**src/rtl/dct8_pkg.sv**
```systemverilog
package dct8_pkg;

  localparam int N_PT   = 8;
  localparam int N_HALF = N_PT / 2;
  localparam int GROWTH = 10;  // bits added between input and output

  // Odd row k (output 2k+1), column i: phase (2k+1)(2i+1) mod 32, folded to 0..16
  function automatic int odd_phase(input int k, input int i);
    int m;
    m = ((2 * k + 1) * (2 * i + 1)) % 32;
    if (m > 16) m = 32 - m;
    return m;
  endfunction

  function automatic bit odd_neg(input int k, input int i);
    return odd_phase(k, i) > 8;
  endfunction

  // Product select: 0 -> 89, 1 -> 75, 2 -> 50, 3 -> 18
  function automatic int odd_sel(input int k, input int i);
    int m;
    m = odd_phase(k, i);
    if (m > 8) m = 16 - m;
    return (m - 1) / 2;
  endfunction

endpackage

```
**src/rtl/dct8_butterfly.sv**
```systemverilog
module dct8_butterfly #(
  parameter int IN_W  = 16,
  parameter int ACC_W = 26
) (
  input  logic [dct8_pkg::N_PT-1:0][IN_W-1:0]    x_i,
  output logic [dct8_pkg::N_HALF-1:0][ACC_W-1:0] a_o,
  output logic [dct8_pkg::N_HALF-1:0][ACC_W-1:0] b_o
);
  import dct8_pkg::*;

  for (genvar i = 0; i < N_HALF; i++) begin : g_fold
    logic signed [ACC_W-1:0] lo, hi;
    assign lo = ACC_W'($signed(x_i[i]));
    assign hi = ACC_W'($signed(x_i[N_PT-1-i]));
    assign a_o[i] = lo + hi;
    assign b_o[i] = lo - hi;

    always_comb begin
      a_r1_fold_sum: assert (ACC_W'(a_o[i] + b_o[i]) == ACC_W'(lo <<< 1))
        else $error("fold sum/diff mismatch lane %0d", i);
    end
  end

endmodule

```
**src/rtl/dct8_even4.sv**
```systemverilog
module dct8_even4 #(
  parameter int ACC_W = 26
) (
  input  logic [3:0][ACC_W-1:0] a_i,
  output logic [3:0][ACC_W-1:0] e_o  // y0, y2, y4, y6
);

  function automatic logic signed [ACC_W-1:0] mul83(input logic signed [ACC_W-1:0] v);
    return (v <<< 6) + (v <<< 4) + (v <<< 1) + v;
  endfunction

  function automatic logic signed [ACC_W-1:0] mul36(input logic signed [ACC_W-1:0] v);
    return (v <<< 5) + (v <<< 2);
  endfunction

  logic signed [ACC_W-1:0] s0, s1, d0, d1;

  assign s0 = a_i[0] + a_i[3];
  assign s1 = a_i[1] + a_i[2];
  assign d0 = a_i[0] - a_i[3];
  assign d1 = a_i[1] - a_i[2];

  // Weight 64 is wiring only
  assign e_o[0] = (s0 + s1) <<< 6;
  assign e_o[2] = (s0 - s1) <<< 6;
  assign e_o[1] = mul83(d0) + mul36(d1);
  assign e_o[3] = mul36(d0) - mul83(d1);

  always_comb begin
    a_r2_dc_nyq_pair: assert (ACC_W'(e_o[0] + e_o[2]) == ACC_W'((a_i[0] + a_i[3]) <<< 7))
      else $error("even pair y0+y4 mismatch");
  end

endmodule

```
**src/rtl/dct8_mcm.sv**
```systemverilog
module dct8_mcm #(
  parameter int ACC_W = 26
) (
  input  logic [ACC_W-1:0]      b_i,
  output logic [3:0][ACC_W-1:0] p_o  // 89b, 75b, 50b, 18b
);

  logic signed [ACC_W-1:0] b, b9, b18;

  assign b   = b_i;
  assign b9  = (b <<< 3) + b;          // shared 9b
  assign b18 = (b <<< 4) + (b <<< 1);

  assign p_o[0] = (b <<< 6) + (b <<< 4) + b9;
  assign p_o[1] = (b <<< 6) + (b <<< 1) + b9;
  assign p_o[2] = b18 + (b <<< 5);
  assign p_o[3] = b18;

  always_comb begin
    a_r3_mcm_spread_hi: assert (ACC_W'(p_o[0] - p_o[1]) == ACC_W'((b <<< 4) - (b <<< 1)))
      else $error("89b-75b mismatch");
    a_r3_mcm_spread_lo: assert (ACC_W'(p_o[2] - p_o[3]) == ACC_W'(b <<< 5))
      else $error("50b-18b mismatch");
  end

endmodule

```
**src/rtl/dct8_odd_sum.sv**
```systemverilog
module dct8_odd_sum #(
  parameter int ACC_W = 26
) (
  input  logic [3:0][3:0][ACC_W-1:0] p_i,  // [i][sel]: b(i) times 89/75/50/18
  output logic [3:0][ACC_W-1:0]      o_o   // y1, y3, y5, y7
);
  import dct8_pkg::*;

  for (genvar k = 0; k < N_HALF; k++) begin : g_row
    logic signed [3:0][ACC_W-1:0] t;
    logic signed [ACC_W-1:0]      l1_lo, l1_hi;

    for (genvar i = 0; i < N_HALF; i++) begin : g_term
      localparam int SEL = odd_sel(k, i);
      localparam bit NEG = odd_neg(k, i);
      if (NEG) begin : g_n
        assign t[i] = ACC_W'(-p_i[i][SEL]);
      end else begin : g_p
        assign t[i] = p_i[i][SEL];
      end
    end

    assign l1_lo  = t[0] + t[1];
    assign l1_hi  = t[2] + t[3];
    assign o_o[k] = l1_lo + l1_hi;
  end

endmodule

```
**src/rtl/dct8_fwd.sv**
```systemverilog
module dct8_fwd #(
  parameter int DATA_W = 16,
  localparam int OUT_W = DATA_W + dct8_pkg::GROWTH
) (
  input  logic                               clk_i,
  input  logic                               rst_ni,
  input  logic                               valid_i,
  input  logic [dct8_pkg::N_PT-1:0][DATA_W-1:0] x_i,
  output logic                               valid_o,
  output logic [dct8_pkg::N_PT-1:0][OUT_W-1:0]  y_o
);
  import dct8_pkg::*;

  logic [N_HALF-1:0][OUT_W-1:0]             a_w, b_w, even_w, odd_w;
  logic [N_HALF-1:0][N_HALF-1:0][OUT_W-1:0] prod_w;
  logic [N_PT-1:0][OUT_W-1:0]               y_c, y_q;
  logic                                     valid_q;

  dct8_butterfly #(.IN_W(DATA_W), .ACC_W(OUT_W)) u_fold (
    .x_i (x_i),
    .a_o (a_w),
    .b_o (b_w)
  );

  dct8_even4 #(.ACC_W(OUT_W)) u_even (
    .a_i (a_w),
    .e_o (even_w)
  );

  for (genvar i = 0; i < N_HALF; i++) begin : g_mcm
    dct8_mcm #(.ACC_W(OUT_W)) u_mcm (
      .b_i (b_w[i]),
      .p_o (prod_w[i])
    );
  end

  dct8_odd_sum #(.ACC_W(OUT_W)) u_odd (
    .p_i (prod_w),
    .o_o (odd_w)
  );

  for (genvar k = 0; k < N_HALF; k++) begin : g_lane
    assign y_c[2*k]   = even_w[k];
    assign y_c[2*k+1] = odd_w[k];
  end

  always_ff @(posedge clk_i or negedge rst_ni) begin
    if (!rst_ni) begin
      valid_q <= 1'b0;
      y_q     <= '0;
    end else begin
      valid_q <= valid_i;
      if (valid_i) y_q <= y_c;
    end
  end

  assign valid_o = valid_q;
  assign y_o     = y_q;

  a_r5_valid_rise: assert property (@(posedge clk_i) disable iff (!rst_ni)
    valid_i |=> valid_o) else $error("valid_o missed");
  a_r5_valid_fall: assert property (@(posedge clk_i) disable iff (!rst_ni)
    !valid_i |=> !valid_o) else $error("spurious valid_o");
  a_r6_hold_idle: assert property (@(posedge clk_i) disable iff (!rst_ni)
    !valid_i |=> $stable(y_o)) else $error("y_o moved while idle");

endmodule

```
**config.mk**
```make
export PLATFORM = sky130hd
export DESIGN_NAME = dct8_fwd
export DESIGN_NICKNAME = d
export VERILOG_FILES = /design/src/rtl/dct8_pkg.sv /design/src/rtl/dct8_butterfly.sv /design/src/rtl/dct8_even4.sv /design/src/rtl/dct8_mcm.sv /design/src/rtl/dct8_odd_sum.sv /design/src/rtl/dct8_fwd.sv
export SDC_FILE = /design/constraint.sdc
export NUM_CORES = 2
export LEC_CHECK = 0
export ABC_AREA = 1
export CORE_MARGIN = 2
export CORE_UTILIZATION = 49
export DETAILED_ROUTE_END_ITERATION = 10
export DONT_BUFFER_PORTS = 1
export GPL_TIMING_DRIVEN = 0
export PLACE_DENSITY = 0.66
export SLEW_MARGIN = 0
export SYNTH_ARGS = -nofsm -noshare
export SYNTH_HDL_FRONTEND = slang
export SYNTH_SLANG_ARGS = --single-unit
```
**constraint.sdc**
```tcl
create_clock -name clk_i -period 0.8 [get_ports clk_i]
set_input_delay 0 -clock clk_i [delete_from_list [all_inputs] [get_ports clk_i]]
set_output_delay 0 -clock clk_i [all_outputs]
set_load 0.005 [all_outputs]
```
[Word level (Yosys, flattened, before mapping)]
Cells that the tools add are included.
Word-level totals
  register bits: 197
  bits in latches: 0
  memory bits (writable): 0
  bits in read-only memories: 0
  bits of input ports: 131
  output and inout port bits: 209
  word-level logic and storage cells: 79
  memories kept: 0
Operators by class
  add/subtract/negate cells: 70
  multiply operators: 0
  divide/modulo/power cells: 0
  $lt $le $gt $ge: 0
  eq/ne operators: 0
  shifts and indexed selects: 0
  mux-type cells: 0
  bitwise operators: 0
  reduce and logical (&&, ||, !) cells: 0
Operators by type and width (count)
  adder 26 bit: 19
  adder 24 x 21 -> 25 bit: 8
  negator 26 bit: 6
  adder 23 x 18 -> 24 bit: 4
  adder 23 x 21 -> 24 bit: 4
  adder 22 x 22 -> 23 bit: 4
  adder 21 x 18 -> 22 bit: 4
  adder 20 x 17 -> 21 bit: 4
  adder 16 x 16 -> 17 bit: 4
  subtractor 16 x 16 -> 17 bit: 4
  adder 17 x 17 -> 18 bit: 2
  subtractor 17 x 17 -> 18 bit: 2
  adder 22 x 25 -> 26 bit: 1
  subtractor 26 bit: 1
  adder 23 x 22 -> 24 bit: 1
  adder 20 bit: 1
  subtractor 20 bit: 1

[Depth between registers and ports, before layout]
  depth in word-level cells: 6
  depth in mapped cells: 54
  gate-level depth less buffers: 53

[Cells and area by module]
A second synthesis with hierarchy kept.
Unflattened totals
  cells, all modules: 10582
  area total of the unflattened synthesis: 68056.5 um^2
By module, submodules not included
  dct8_even4: instances 1, cells an instance 2225, area an instance 14885.5 um^2, sequential area each 0.0 um^2
  dct8_odd_sum: instances 1, cells an instance 2183, area an instance 13279.0 um^2, sequential area each 0.0 um^2
  dct8_mcm at g_mcm[2].u_mcm ...: instances 2, cells an instance 899, area an instance 5820.6 um^2, sequential area each 0.0 um^2
  dct8_butterfly: instances 1, cells an instance 1701, area an instance 8775.9 um^2, sequential area each 0.0 um^2
  dct8_fwd: instances 1, cells an instance 879, area an instance 7826.3 um^2, sequential area each 5230.0 um^2
  dct8_mcm at g_mcm[0].u_mcm: instances 1, cells an instance 897, area an instance 5836.8 um^2, sequential area each 0.0 um^2
  dct8_mcm at g_mcm[1].u_mcm: instances 1, cells an instance 899, area an instance 5811.8 um^2, sequential area each 0.0 um^2

[Worst setup path before layout]
Ideal clock, no wire load.
  kind: input port to flip-flop
  from: input port x_i[16] in the netlist's numbering
  to: register y_q, in the netlist y_o[154]
  setup time: 0.082 ns
  arrival: 7.848 ns
  data required time: 0.718 ns
  setup slack: -7.130 ns
  stages on the path: 45
  path buffers: 0
  path through: inv_1 ha_1 inv_1 fa_1 nand2_2 a21oi_2 xor2_1 fa_1 a21oi_1 o21ai_0 a21o_1 nand2_1 nand2_1 nand3_1 nand2_2 xor2_1 fa_1 ha_1 (+9 left out) nand2_1 xor2_1 inv_1 fa_1 fa_1 fa_1 inv_1 ha_1 nand2_1 nor4_1 nand4_1 nand3_1 nand2_1 inv_1 o21ai_0 nand2_1 nand2_1 a31oi_1
Between the ends
  longest elaborated chain between the ends: 6
  elaborated cells between the ends (all ways): 7
  classes of those cells: 7 x add/sub
RTL lines
  start: declaration: line dct8_fwd.sv:8  | input logic [dct8_pkg::N_PT-1:0][DATA_W-1:0] x_i,
  subtractor 16 x 16 -> 17 bit (*): line dct8_butterfly.sv:16  | assign b_o[i] = lo - hi;
  adder 23 x 21 -> 24 bit / adder 20 x 17 -> 21 bit (equally long branches): line dct8_mcm.sv:14, dct8_mcm.sv:11
  adder 24 x 21 -> 25 bit (*): line dct8_mcm.sv:14  | assign p_o[0] = (b <<< 6) + (b <<< 4) + b9;
  negator 26 bit (*): line dct8_odd_sum.sv:17  | assign t[i] = ACC_W'(-p_i[i][SEL]);
  adder 26 bit (*): line dct8_odd_sum.sv:23  | assign l1_lo = t[0] + t[1];
  adder 26 bit (*): line dct8_odd_sum.sv:25  | assign o_o[k] = l1_lo + l1_hi;
  end signal: assignment: line dct8_fwd.sv:53  | if (valid_i) y_q <= y_c;
  end: declaration: line dct8_fwd.sv:16  | logic [N_PT-1:0][OUT_W-1:0] y_c, y_q;
Every way passes the cells marked *; elsewhere a longest branch is shown, timed or not.
A chain may end at the register's enable or synchronous reset.

[Worst setup path in the final report]
  from: input port x_i[16] in the netlist's numbering
  to: register y_q, in the netlist y_o[155]
Same word-level chain as after synthesis.

==> metrics.txt <==
# TYPE chip_impl_metric gauge
chip_impl_metric{name="cts.reportedPaths.clkPinSlew",unit="ns"} 0.10
chip_impl_metric{name="number_of_antenna_violations_at_the_first_check_in_global_routing",unit=""} 2
chip_impl_metric{name="r2r_setup_slk",unit="ns"} -0.05
chip_impl_metric{name="worst_clock_skew",unit="ns"} 0
chip_impl_info{name="worstHoldPathType",value="in -> async"} 1
chip_impl_metric{name="cts_max_level",unit=""} 4
chip_impl_metric{name="synth_compound_gate_area_share",unit=""} 0.146
chip_impl_metric{name="number_of_nets_in_the_layout",unit=""} 7947
chip_impl_metric{name="synth.avg_cell_area",unit="µm²"} 7.57
chip_impl_metric{name="cts.sink_count",unit=""} 196
chip_impl_metric{name="source_to_sink_clock_delay_at_the_later_pin_of_the_worst_skew_pair",unit="ns"} 0.54
chip_impl_metric{name="vias",unit=""} 44200
chip_impl_metric{name="synth_enable_flop_cells",unit=""} 0
chip_impl_info{name="worstSetupStartpointType",value="input pin"} 1
chip_impl_info{name="worst_r2r_endpoint",value="y_o[13]$_DFFE_PN0P_"} 1
chip_impl_info{name="failing_checks",value="negative hold slack, max-capacitance violations, max-slew violations, negative setup slack"} 1
chip_impl_metric{name="reg2reg_depth",unit=""} 2
chip_impl_info{name="synth.area.top_cells",value="sky130_fd_sc_hd__fa_1, sky130_fd_sc_hd__ha_1, sky130_fd_sc_hd__inv_1, sky130_fd_sc_hd__dfrtp_1, sky130_fd_sc_hd__nand2_1"} 1
chip_impl_metric{name="finish.instance_area",unit="mm²"} 0.0635
chip_impl_metric{name="yosysWarnings",unit=""} 0
chip_impl_metric{name="post-dp-hpwl",unit="µm"} 156000
chip_impl_metric{name="finalSetupTns",unit="ns"} -913.34
chip_impl_metric{name="grtUsageTotal",unit=""} 0.374
chip_impl_metric{name="async_reset_ff_frac",unit=""} 1.00
chip_impl_metric{name="post_synthesis_share_of_cell_area_spent_on_and_or_nand_and_nor_gates",unit=""} 0.152
chip_impl_metric{name="post-place-ws",unit="ns"} -8.99
chip_impl_metric{name="place.gp.congestion",unit=""} 0.985
chip_impl_metric{name="cpPeakStageDelay",unit="ns"} 0.62
chip_impl_metric{name="yosys.area_share.adder",unit=""} 0.383
chip_impl_metric{name="postPlaceCellArea",unit="mm²"} 0.0541
chip_impl_metric{name="initial_core_util",unit=""} 0.495
chip_impl_metric{name="critPathArrivalTime",unit="ns"} 8.21
chip_impl_metric{name="via_count_of_the_first_global_routing_pass",unit=""} 44000
chip_impl_metric{name="syn-instance-count",unit=""} 6209
chip_impl_metric{name="final_critical_path_setup_slack",unit="ns"} -6.97
chip_impl_metric{name="clockBufferDepth",unit=""} 2
chip_impl_metric{name="detail_route.iter0.violations",unit=""} 3427
chip_impl_metric{name="max_freq",unit="GHz"} 0.129
chip_impl_info{name="yosys.cell_count.top_type",value="sky130_fd_sc_hd__inv_1"} 1
chip_impl_metric{name="grt_start_max_net_pins",unit=""} 197
chip_impl_info{name="yosys.area.top_type",value="sky130_fd_sc_hd__fa_1"} 1
chip_impl_metric{name="grt_first_pass_wirelength",unit="µm"} 272000
chip_impl_metric{name="route.detailed.drc",unit=""} 0
chip_impl_metric{name="antenna_violating_nets_post_route",unit=""} 0
chip_impl_metric{name="hold_buffers",unit=""} 3
chip_impl_info{name="worstSetupEndpointType",value="flip-flop"} 1
chip_impl_info{name="grt_setup_unrepaired",value="yes"} 1
chip_impl_metric{name="die_w",unit="µm"} 314
chip_impl_info{name="timing.rr.start",value="y_o[13]$_DFFE_PN0P_"} 1
chip_impl_metric{name="die_area",unit="mm²"} 0.0985
chip_impl_metric{name="synth-xor-area-share",unit=""} 0.0957
chip_impl_info{name="timing.critical_path.mode_cell",value="sky130_fd_sc_hd__nand2_4"} 1
chip_impl_info{name="path_class",value="in -> reg"} 1
chip_impl_metric{name="detail_route.wirelength",unit="µm"} 190000
chip_impl_info{name="cp_slowest_cell",value="sky130_fd_sc_hd__fa_1"} 1
chip_impl_metric{name="rows",unit=""} 113
chip_impl_metric{name="antenna_cells_inserted",unit=""} 0
chip_impl_metric{name="maxSlewViolCount",unit=""} 11
chip_impl_metric{name="core_area",unit="mm²"} 0.0950
chip_impl_metric{name="fin_worst_hold_slack",unit="ns"} -0.852
chip_impl_info{name="status",value="finished with violations"} 1
chip_impl_info{name="leading_register_cell_type_out_of_synthesis",value="sky130_fd_sc_hd__dfrtp_1"} 1
chip_impl_metric{name="period_minus_slack",unit="ns"} 7.77
chip_impl_info{name="netlist_top_cells_count",value="sky130_fd_sc_hd__inv_1, sky130_fd_sc_hd__nand2_1, sky130_fd_sc_hd__ha_1"} 1
chip_impl_metric{name="grt.overflow.total",unit=""} 0
chip_impl_metric{name="wire_per_inst",unit="µm"} 24.0
chip_impl_metric{name="worstPathMaxFanout",unit=""} 4
chip_impl_metric{name="timing.final.crit_share",unit=""} 9.72
chip_impl_metric{name="yosys_cell_types",unit=""} 59
chip_impl_metric{name="design.portCount",unit=""} 340
chip_impl_metric{name="first_pass_iters",unit=""} 8
chip_impl_metric{name="critPathRequiredTime",unit="ns"} 1.23
chip_impl_metric{name="area_growth",unit="%"} 35.0
chip_impl_metric{name="synth_top_area_share",unit=""} 0.200
chip_impl_metric{name="route.detailed.vias_per_inst",unit=""} 5.57
chip_impl_metric{name="setup_viol_count_final",unit=""} 392
chip_impl_metric{name="maxCapViolations",unit=""} 1
chip_impl_info{name="synth_top_family_by_area",value="adder cells"} 1
chip_impl_metric{name="max-slew-margin-rel",unit=""} -0.0348
chip_impl_metric{name="buffer_ports.inserted",unit=""} 0
chip_impl_metric{name="yosys-mux-area-fraction",unit=""} 0
chip_impl_metric{name="synth-seq-cells",unit=""} 196
chip_impl_metric{name="final-hold-violation-count",unit=""} 197
chip_impl_metric{name="cts_buffer_count",unit=""} 17
chip_impl_metric{name="chipHeight",unit="µm"} 314
chip_impl_info{name="critical_path.startpoint",value="x_i[16]"} 1
chip_impl_info{name="tritoncts_clock_tree",value="done"} 1
chip_impl_metric{name="synthesis.area",unit="mm²"} 0.0470
chip_impl_metric{name="tightest_slew",unit="ns"} 1.55
chip_impl_metric{name="share_of_synthesized_area_occupied_by_flip_flops_and_latches",unit=""} 0.104
chip_impl_info{name="clk_root_buffer_cell",value="sky130_fd_sc_hd__clkbuf_16"} 1
chip_impl_metric{name="post_route_cells_drive_above_1_share",unit=""} 0.318
==> logic make-up (layout without fill, tap and decap cells) <==
family	after synthesis	count (layout)
adders and majority gates	1157	1157
AOI/OAI and AO/OA	1231	1231
DFF	196	196
other	1	12
xor gates and xnor gates	514	514
and+or+nand+nor	1664	1664
buffers and inverters	1446	1898
==> metrics by stage <==
stage          cells  hold slack [ns]  utilization
2_1_floorplan   6220           -0.296            -
3_3_place_gp    7485           -0.289        0.569
3_5_place_dp    7486           -0.288        0.569
4_1_cts         7728           -0.890        0.622
5_1_grt         7937           -0.870        0.668
6_report        7937           -0.852        0.668
==> layer usage <==
metal	track usage	vias up	wire (µm)
li1	-	20500	-
met5	0	-	0
met1	0.452	21700	74200
met3	0.0632	447	12800
met4	0.196	0	12700
met2	0.639	1600	90800
==> worst max-delay path: cells and delay by family <==
kind            cells  cell delay [ns]
fa+ha+maj           9             3.79
compound gates     12             1.99
simple gates       15             1.49
buf+inv             6             0.70
xor+xnor            1             0.19
==> repair_timing <==
item / 4_1_cts / 5_1_grt
gates cloned: 0 / 0
setup endpoints to repair: 392 / 392
setup buffers: 216 / 229
endpoints found under the hold margin: 201 / 197
pin swaps: 284 / 410
resized for setup: 505 / 573
==> sequential cells by signal, summed over array words and instances (netlist names) <==
name and flops:
y_o 195, valid_o 1
==> final cells by class <==
| cell class | count | area, µm² |
|---|---|---|
| fill | 7806 | 31500 |
| clock inverter | 14 | 170 |
| timing repair buffer | 430 | 3750 |
| sequential | 196 | 4900 |
| multi-input combinational | 4578 | 46700 |
| inverter | 1336 | 5290 |
| clock buffer | 18 | 429 |
| tap | 1265 | 1580 |
| buffer | 100 | 659 |
==> cells in the final DEF (no fill, tap or decap), types with 161 or more instances in the layout <==
master                       n
sky130_fd_sc_hd__buf_4     365
sky130_fd_sc_hd__inv_2     183
sky130_fd_sc_hd__nand2_1   855
sky130_fd_sc_hd__dfrtp_1   196
sky130_fd_sc_hd__xor2_1    226
sky130_fd_sc_hd__ha_1      419
sky130_fd_sc_hd__nor2_1    201
sky130_fd_sc_hd__ha_4      244
sky130_fd_sc_hd__nand2_2   161
sky130_fd_sc_hd__a21oi_2   170
sky130_fd_sc_hd__a21oi_1   329
sky130_fd_sc_hd__fa_1      427
sky130_fd_sc_hd__inv_1    1088
==> how the worst max path moves through the flow <==
stage                      endpoint  depth (start not counted)
2_1_floorplan  y_o[155]$_DFFE_PN0P_                         46
3_3_place_gp   y_o[155]$_DFFE_PN0P_                         45
3_5_place_dp   y_o[155]$_DFFE_PN0P_                         44
4_1_cts        y_o[154]$_DFFE_PN0P_                         48
5_1_grt        y_o[154]$_DFFE_PN0P_                         52
6_report       y_o[155]$_DFFE_PN0P_                         43
Power is not shown: default switching activity piles up to over one toggle a cycle in this logic, so the estimate is an artifact.
